<file path="src/rtl/ofs_prog_pkg.sv">
package ofs_prog_pkg;

    // Slot order is behavioural: both pointers walk it and wrap.
    typedef enum logic [1:0] {
        SLOT_E_LO = 2'd0,
        SLOT_E_HI = 2'd1,
        SLOT_F_LO = 2'd2,
        SLOT_F_HI = 2'd3
    } slot_e;

    typedef enum logic [1:0] {
        ST_HOLD = 2'd0,
        ST_PAR  = 2'd1,
        ST_SER  = 2'd2
    } ctl_state_e;

    localparam int NUM_SLOTS = 4;

    function automatic slot_e next_slot(input slot_e cur);
        return slot_e'(cur + 2'd1);
    endfunction

endpackage

</file>
<file path="src/rtl/ofs_access_ctl.sv">
module ofs_access_ctl
    import ofs_prog_pkg::*;
(
    input  logic clk,
    input  logic rst_mst,
    input  logic rst_part,
    input  logic mode_ser_sel,
    input  logic load,
    input  logic wr_en,
    input  logic rd_en,
    input  logic ser_en,
    output logic par_wr_go,
    output logic par_rd_go,
    output logic ser_go,
    output logic access_err
);

    ctl_state_e state_q;
    ctl_state_e state_d;
    logic       mode_ser_q;
    logic       open_win;
    logic       want_wr;
    logic       want_rd;
    logic       clash;

    // State register and mode latch.
    always_ff @(posedge clk) begin
        if (rst_mst) begin
            state_q    <= ST_HOLD;
            mode_ser_q <= mode_ser_sel;
        end else begin
            state_q    <= state_d;
        end
    end

    // Next state.
    always_comb begin
        state_d = state_q;
        unique case (state_q)
            ST_HOLD: state_d = mode_ser_q ? ST_SER : ST_PAR;
            ST_PAR:  state_d = ST_PAR;
            ST_SER:  state_d = ST_SER;
            default: state_d = ST_HOLD;
        endcase
    end

    assign open_win = !rst_mst && !rst_part;
    assign clash    = load && wr_en && rd_en;
    assign want_wr  = load && wr_en && !rd_en;
    assign want_rd  = load && rd_en && !wr_en;

    // Output decode.
    always_comb begin
        par_wr_go  = 1'b0;
        par_rd_go  = 1'b0;
        ser_go     = 1'b0;
        access_err = 1'b0;
        unique case (state_q)
            ST_HOLD: begin
                par_wr_go = 1'b0;
            end
            ST_PAR: begin
                par_wr_go  = open_win && want_wr;
                par_rd_go  = open_win && want_rd;
                access_err = open_win && clash;
            end
            ST_SER: begin
                ser_go     = open_win && ser_en;
                par_rd_go  = open_win && want_rd;
                access_err = open_win && clash;
            end
            default: begin
                par_wr_go = 1'b0;
            end
        endcase
    end

endmodule

</file>
<file path="src/rtl/ofs_slot_ptr.sv">
module ofs_slot_ptr
    import ofs_prog_pkg::*;
#(
    parameter int HALF_W  = 9,
    parameter bit BITWISE = 1'b0,
    localparam int BIT_W  = (HALF_W > 1) ? $clog2(HALF_W) : 1
)(
    input  logic             clk,
    input  logic             rst_mst,
    input  logic             adv_word,
    input  logic             adv_bit,
    output slot_e            slot,
    output logic [BIT_W-1:0] bit_idx
);

    localparam logic [BIT_W-1:0] LAST_BIT = BIT_W'(HALF_W - 1);

    logic step;

    generate
        if (BITWISE) begin : g_bitwise
            logic [BIT_W-1:0] bit_q;
            always_ff @(posedge clk) begin
                if (rst_mst) begin
                    bit_q <= '0;
                end else if (adv_bit) begin
                    bit_q <= (bit_q == LAST_BIT) ? '0 : bit_q + 1'b1;
                end
            end
            assign bit_idx = bit_q;
            assign step    = adv_word || (adv_bit && (bit_q == LAST_BIT));
        end else begin : g_wordwise
            // Without a bit counter, both inputs are whole-slot steps.
            assign bit_idx = '0;
            assign step    = adv_word || adv_bit;
        end
    endgenerate

    always_ff @(posedge clk) begin
        if (rst_mst) begin
            slot <= SLOT_E_LO;
        end else if (step) begin
            slot <= next_slot(slot);
        end
    end

endmodule

</file>
<file path="src/rtl/ofs_reg_bank.sv">
module ofs_reg_bank
    import ofs_prog_pkg::*;
#(
    parameter int HALF_W = 9,
    parameter logic [2*HALF_W-1:0] DEF_EMPTY_OFS = 'h0007F,
    parameter logic [2*HALF_W-1:0] DEF_FULL_OFS  = 'h001FF,
    localparam int BIT_W = (HALF_W > 1) ? $clog2(HALF_W) : 1,
    localparam int OFS_W = 2 * HALF_W
)(
    input  logic              clk,
    input  logic              rst_mst,
    input  logic              par_wr_go,
    input  logic              par_rd_go,
    input  logic              ser_go,
    input  logic              ser_din,
    input  slot_e             wr_slot,
    input  logic [BIT_W-1:0]  wr_bit,
    input  slot_e             rd_slot,
    input  logic [HALF_W-1:0] pdata_in,
    output logic [OFS_W-1:0]  ae_offset,
    output logic [OFS_W-1:0]  af_offset,
    output logic [HALF_W-1:0] pdata_out
);

    logic [HALF_W-1:0] half_q [NUM_SLOTS];

    generate
        for (genvar g = 0; g < NUM_SLOTS; g++) begin : g_half
            localparam logic [OFS_W-1:0]  DEF_WORD = (g < 2) ? DEF_EMPTY_OFS : DEF_FULL_OFS;
            localparam logic [HALF_W-1:0] DEF_HALF = (g % 2 == 0) ? DEF_WORD[HALF_W-1:0]
                                                                  : DEF_WORD[OFS_W-1:HALF_W];
            logic sel;
            assign sel = (wr_slot == slot_e'(g));
            always_ff @(posedge clk) begin
                if (rst_mst) begin
                    half_q[g] <= DEF_HALF;
                end else if (par_wr_go && sel) begin
                    half_q[g] <= pdata_in;
                end else if (ser_go && sel) begin
                    half_q[g][wr_bit] <= ser_din;
                end
            end
        end
    endgenerate

    always_ff @(posedge clk) begin
        if (rst_mst) begin
            pdata_out <= '0;
        end else if (par_rd_go) begin
            pdata_out <= half_q[rd_slot];
        end
    end

    assign ae_offset = {half_q[SLOT_E_HI], half_q[SLOT_E_LO]};
    assign af_offset = {half_q[SLOT_F_HI], half_q[SLOT_F_LO]};

endmodule

</file>
<file path="src/rtl/ofs_flag_prog.sv">
module ofs_flag_prog
    import ofs_prog_pkg::*;
#(
    parameter int HALF_W = 9,
    parameter logic [2*HALF_W-1:0] DEF_EMPTY_OFS = 'h0007F,
    parameter logic [2*HALF_W-1:0] DEF_FULL_OFS  = 'h001FF,
    localparam int OFS_W = 2 * HALF_W,
    localparam int BIT_W = (HALF_W > 1) ? $clog2(HALF_W) : 1
)(
    input  logic              clk,
    input  logic              rst_mst,
    input  logic              rst_part,
    input  logic              mode_ser_sel,
    input  logic              ser_en,
    input  logic              ser_din,
    input  logic              load,
    input  logic              wr_en,
    input  logic              rd_en,
    input  logic [HALF_W-1:0] pdata_in,
    output logic [OFS_W-1:0]  ae_offset,
    output logic [OFS_W-1:0]  af_offset,
    output logic [HALF_W-1:0] pdata_out,
    output logic              access_err
);

    logic             par_wr_go;
    logic             par_rd_go;
    logic             ser_go;
    slot_e            wr_slot;
    slot_e            rd_slot;
    logic [BIT_W-1:0] wr_bit;
    logic [BIT_W-1:0] rd_bit_unused;

    ofs_access_ctl u_ctl (
        .clk          (clk),
        .rst_mst      (rst_mst),
        .rst_part     (rst_part),
        .mode_ser_sel (mode_ser_sel),
        .load         (load),
        .wr_en        (wr_en),
        .rd_en        (rd_en),
        .ser_en       (ser_en),
        .par_wr_go    (par_wr_go),
        .par_rd_go    (par_rd_go),
        .ser_go       (ser_go),
        .access_err   (access_err)
    );

    ofs_slot_ptr #(.HALF_W(HALF_W), .BITWISE(1'b1)) u_wr_ptr (
        .clk      (clk),
        .rst_mst  (rst_mst),
        .adv_word (par_wr_go),
        .adv_bit  (ser_go),
        .slot     (wr_slot),
        .bit_idx  (wr_bit)
    );

    ofs_slot_ptr #(.HALF_W(HALF_W), .BITWISE(1'b0)) u_rd_ptr (
        .clk      (clk),
        .rst_mst  (rst_mst),
        .adv_word (par_rd_go),
        .adv_bit  (1'b0),
        .slot     (rd_slot),
        .bit_idx  (rd_bit_unused)
    );

    ofs_reg_bank #(
        .HALF_W        (HALF_W),
        .DEF_EMPTY_OFS (DEF_EMPTY_OFS),
        .DEF_FULL_OFS  (DEF_FULL_OFS)
    ) u_bank (
        .clk       (clk),
        .rst_mst   (rst_mst),
        .par_wr_go (par_wr_go),
        .par_rd_go (par_rd_go),
        .ser_go    (ser_go),
        .ser_din   (ser_din),
        .wr_slot   (wr_slot),
        .wr_bit    (wr_bit),
        .rd_slot   (rd_slot),
        .pdata_in  (pdata_in),
        .ae_offset (ae_offset),
        .af_offset (af_offset),
        .pdata_out (pdata_out)
    );

endmodule

</file>
<file path="config.mk">
export PLATFORM = sky130hd
export DESIGN_NAME = ofs_flag_prog
export DESIGN_NICKNAME = d
export VERILOG_FILES = /design/src/rtl/ofs_prog_pkg.sv /design/src/rtl/ofs_access_ctl.sv /design/src/rtl/ofs_slot_ptr.sv /design/src/rtl/ofs_reg_bank.sv /design/src/rtl/ofs_flag_prog.sv
export SDC_FILE = /design/constraint.sdc
export NUM_CORES = 1
export LEC_CHECK = 0
export CAP_MARGIN = 20
export CORE_MARGIN = 2
export CORE_UTILIZATION = 40
export DETAILED_ROUTE_END_ITERATION = 16
export GPL_TIMING_DRIVEN = 0
export HOLD_SLACK_MARGIN = 0.05
export PLACE_DENSITY = 0.73
export SLEW_MARGIN = 20
export SYNTH_ARGS = -nofsm -noshare
export SYNTH_HDL_FRONTEND = slang
export SYNTH_HIERARCHICAL = 1
export SYNTH_SLANG_ARGS = --single-unit
</file>
<file path="constraint.sdc">
create_clock -name clk -period 5.45 [get_ports clk]
set_input_delay 0.545 -clock clk [delete_from_list [all_inputs] [get_ports clk]]
set_output_delay 0.545 -clock clk [all_outputs]
set_load 0.01 [all_outputs]
</file>
==> flow_summary.ini, run 1 <==
[drt]
vias_per_cell = 5.720
top_layer_used = met4
routed_wl_um = 8079
final_antenna_net_count = 0
met1_length_um = 3160
wl_met3_um = 604
vias = 2557
wl_met2_um = 3992
drt_iter0_markers = 211
drc = 0
drt-pass1-iter-count = 4
wire_per_inst_um = 18.07

[clock_network]
cts_hold_buf = 0
clkSlewWorstSetupHoldPaths_ns = 0.10
cts_buffer_depth = 2
clkSinkCount = 56
cts_buffers = 5
post_cts_resize_count = 0
cts_tree = built
clockRootBuffer = clkbuf_8
htreeDepth = 2
worstSkewPairLatency_ns = 0.31
post_cts.repair.setup_buffers = 0

[global_route]
antenna_found_initial = 0
grt_max_degree = 19
grt_util_all_layers_pct = 20.47
grt_pass1_wl_um = 13200
grt_pass1_vias = 2443
grt_overflow = 0

[die]
die_y_um = 91.08
num_rows = 31
start_util_pct = 41.59
core_sq_um = 7292
die_w_um = 91.08
pin_count = 64
die_area_sq_um = 8295

[synthesis]
syn_area_per_cell_sq_um = 10.99
syn-cell-area_sq_um = 3033
syn_inst = 276
synth_warnings = 6

[finish]
finish.net_count = 370
final_area_sq_um = 3885
multiInputGateArea_sq_um = 1460
final_util_pct = 53.28
seqCellArea_sq_um = 1491
drive_above_1_share_pct = 8.908
nFillCells = 676
diodes = 0
area_growth_pct = 28.09

[placed_design]
gp_congestion = 0.8426
dp_hpwl_um = 5745
port_buffers = 63
postPlaceCellArea_sq_um = 3791

[status]
status = finished, final reports clean

[setup_path]
cpMaxStageDelayCell = nor3_1
critPathMaxFanout = 18
worst_ep_required_time_ns = 5.45
crit_arrival_ns = 3.39
end_kind = flop
max_stage_delay_ns = 0.92
r2r_slack_ns = 2.56
critPathLaunchType = input port
critPathKind = in2reg
crit_chain = clkdlybuf4s50_1 > nor3_1 > nor3b_4 > nand3_1 > o21ai_0

[sta]
post-route-period-util_pct = 62.09
slew_headroom_pct = 35.30
final.setup.tns_ns = 0
final_hold_viol_count = 0
setup_violations = 0
maxSlewViolCount = 0
skew_ns = 0.01159
rsz0062_at_grt = false
worst_pin_slew_ns = 0.9631
fmax_ghz = 0.2955
fin_crit_ns = 3.384

[run]
cap_violations = 0

[worst_hold_path]
hold_path.class = reg2reg

[power]
pwr_density_cell_nw_per_um2 = 207.5
power.leakage_nw = 1.292
irDropWorstVdd_mv = 0.08977
## worst max-delay path, delay by kind of cell
| kind | cells | cell delay [ns] |
|---|---|---|
| buffers and inverters | 1 | 0.72 |
| AOI/OAI and AO/OA | 1 | 0.35 |
| and+or+nand+nor | 3 | 1.78 |
## flip-flops by register name (all words and copies together), names as in the netlist
signal,cells
u_ctl/state_q,2
u_wr_ptr/slot,2
u_ctl/mode_ser_q,1
u_bank/half_q,36
u_rd_ptr/slot,2
u_wr_ptr/bit_idx,4
u_bank/pdata_out,9
## area by class of cell
class / instances / area share [%]
plain buffers: 12 / 1.836
clock buffers: 6 / 1.868
clock inverters: 2 / 0.4187
inverters: 5 / 0.4831
multi-input cells: 204 / 37.58
flip-flops and latches: 56 / 38.39
well taps: 99 / 3.188
repair buffers: 63 / 16.23
## stage by stage
stage / cells / total power [W] / hold WS (ns) / worst slack [ns]
finish: 447 / 0.0008061 / 0.5035 / 2.066
CTS: 447 / 0.0008105 / 0.5072 / 2.065
detailed placement: 439 / 0.0005825 / 0.4803 / 1.714
global route: 447 / 0.0008431 / 0.5340 / 1.746
floorplan: 277 / 0.0005361 / 0.4756 / 3.072
global placement: 439 / 0.0005790 / 0.4752 / 1.732
## cells in the final DEF, fill, tap and decap left out, types with 3 or more instances in the layout
cell type / count
mux4_2: 9
nor2_1: 20
edfxtp_1: 37
o21ai_0: 47
a2bb2oi_1: 16
and3_1: 3
nand2_1: 23
a21oi_1: 4
dfxtp_1: 19
buf_2: 5
inv_1: 5
nor3_1: 6
clkbuf_1: 3
clkdlybuf4s50_1: 63
a22o_1: 9
mux2i_1: 10
ha_1: 5
nor2b_1: 6
clkbuf_8: 5
nand2b_1: 7
nand3_1: 7
## layer usage
layer | vias up | track usage (%)
li1 | 1193 | -
met1 | 1216 | 24.87
met2 | 124 | 34.94
met3 | 24 | 3.568
met4 | 0 | 10.23
met5 | - | 0
## final timing paths
path                                           from                   to  cells past startpoint
worst max register to register     u_ctl/state_q[0]  u_bank/half_q[3][6]                      7
worst min-delay path            u_bank/pdata_out[4]  u_bank/pdata_out[4]                      2
worst min register to register  u_bank/pdata_out[4]  u_bank/pdata_out[4]                      2
worst max-delay path                        rst_mst  u_bank/half_q[3][6]                      5
## where the power goes
| group | internal (W) | total (W) | switching, W |
|---|---|---|---|
| registers | 0.000462 | 0.000471 | 0.00000872 |
| logic | 0.0000530 | 0.000103 | 0.0000498 |
| clock network | 0.0000919 | 0.000232 | 0.000140 |
Note: power is estimated with default switching activity, not from simulation.
==> run 2: changes to the inputs <==
Clock period 5.45 ns to 3.4 ns, I/O delays scaled along.
==> run 2 against run 1 <==
Clock-buffer cell count unchanged. Sequential power grew 60%. Via count is 0.98% lower. Register-to-register slack got worse by 1.8 ns. First-iteration DRC count fell by 12%. Non-clock buffer count unchanged. Hold slack is essentially flat. Die area did not move. Sequential share of layout area barely moved. Largest power group unchanged. Flip-flop and latch count unchanged. Combinational power increased by 61%.
==> flow_summary.ini, run 2 (synthesis gave the netlist of run 1 again) <==
[sta]
setup_violations = 0
worst_pin_slew_ns = 1.047
rsz0062_at_grt = false
whs_ns = 0.5034
fmax_ghz = 0.3468
slew_headroom_pct = 30.18
fin_crit_ns = 2.883
post-route-period-util_pct = 84.80
setup_ws_ns = 0.5167
maxSlewViolCount = 0
final_hold_viol_count = 0
skew_ns = 0.01137

[setup_path]
crit_arrival_ns = 2.94
critPathKind = in2reg
max_stage_delay_ns = 0.73
critPathMaxFanout = 18
crit_chain = clkdlybuf4s50_1 > nand4bb_1 > nor3b_2 > nor2b_2 > nand2_1 > a2bb2oi_1
worst_ep_required_time_ns = 3.45
end_kind = flop
critPathLaunchType = input port
cpMaxStageDelayCell = clkdlybuf4s50_1

[placed_design]
dp_hpwl_um = 5745
dp_slack_ns = -0.1309
gp_congestion = 0.8426
dp_cells = 439
port_buffers = 63

[power]
irDropWorstVdd_mv = 0.1437
power_frac_seq_pct = 58.5
p_int_w = 0.0009736
p_comb_share_pct = 12.8
power_w = 0.001292
switching_power_w = 0.0003184
clock_power_share_pct = 28.7
power.leakage_nw = 1.293
p_sw_share_pct = 24.64
pwr_density_cell_nw_per_um2 = 332.1

[global_route]
grt_pass1_vias = 2443
grt_util_all_layers_pct = 20.47
grt_overflow = 0
grt_max_degree = 19
antenna_found_initial = 0
grt_pass1_wl_um = 13200

[clock_network]
cts_buffer_depth = 2
clockRootBuffer = clkbuf_8
cts_tree = built
post_cts.repair.setup_buffers = 0
cts_buffers = 5
clkSlewWorstSetupHoldPaths_ns = 0.10
worstSkewPairLatency_ns = 0.32
htreeDepth = 2
clkSinkCount = 56

[die]
start_util_pct = 41.59
pin_count = 64
die_area_sq_um = 8295
core_sq_um = 7292
die_y_um = 91.08
die_w_um = 91.08
num_rows = 31

[finish]
fin_cells = 447
final_util_pct = 53.35
top_register = u_bank/half_q
diodes = 0
largest_register_ffs = 36
seqCellArea_sq_um = 1491
area_growth_pct = 28.26
layout_common_cells = clkdlybuf4s50_1 (63), o21ai_0 (47), edfxtp_1 (37), nand2_1 (23), nor2_1 (20)
nFillCells = 675
layout_commonest_cell = clkdlybuf4s50_1
finish.net_count = 370
multiInputGateArea_sq_um = 1465
drive_above_1_share_pct = 9.195

[drt]
vias = 2532
final_antenna_net_count = 0
drt-pass1-iter-count = 4
wl_met3_um = 520
drt_iter0_markers = 185
top_layer_used = met4
wire_per_inst_um = 18.26
drc = 0
met1_length_um = 3307
routed_wl_um = 8162
vias_per_cell = 5.664
wl_met2_um = 4068

[worst_hold_path]
hold_path.class = reg2reg

[status]
status = finished, final reports clean

[run]
cap_violations = 0
==> run 2: power by group through the flow <==
stage | Clock, W | Combinational [W] | Sequential [W]
after floorplan | 0 | 0.0000866 | 0.000773
after global placement | 0 | 0.000159 | 0.000769
after detailed placement | 0 | 0.000163 | 0.000771
after CTS | 0.000380 | 0.000164 | 0.000755
after global routing | 0.000413 | 0.000180 | 0.000759
final | 0.000371 | 0.000166 | 0.000755
==> run 2: worst max-delay path: cells and delay by family <==
kind	cells	cell delay [ns]
buf+inv	1	0.73
simple gates	4	1.64
compound gates	1	0.23
==> run 2: metrics by stage <==
step / cell area [sq um] / setup TNS [ns]
CTS: 3880 / 0
detailed placement: 3791 / -2.622
finish: 3890 / 0
floorplan: 3037 / 0
global route: 3890 / 0
global placement: 3791 / -2.056
==> run 2: path summary, 6_finish.rpt <==
kind	startpoint	endpoint	slack (ns)	cells after the start
min reg2reg	u_bank/pdata_out[4]	u_bank/pdata_out[4]	0.50	2
min	u_bank/pdata_out[4]	u_bank/pdata_out[4]	0.50	2
max reg2reg	u_ctl/state_q[0]	u_bank/half_q[3][6]	0.80	7
max	rst_mst	u_bank/half_q[2][6]	0.52	6
==> run 2: cell type report <==
cell class                      count  share of cell area (%)
Sequential cell                    56                   38.34
Clock inverter                      2                  0.4181
Timing Repair Buffer               63                   16.21
Inverter                            5                  0.4825
Clock buffer                        6                   1.866
Multi-Input combinational cell    204                   37.66
Tap cell                           99                   3.184
Buffer                             12                   1.833
==> run 2: timing repair <==
action,in CTS,in global routing
setup endpoints to repair,0,12
resized for setup,0,1
hold buffers,0,0
==> run 2: layer usage <==
metal / up-vias / GRT usage, %
met5: - / 0
met4: 0 / 10.23
met3: 19 / 3.568
met2: 99 / 34.94
met1: 1225 / 24.87
li1: 1189 / -
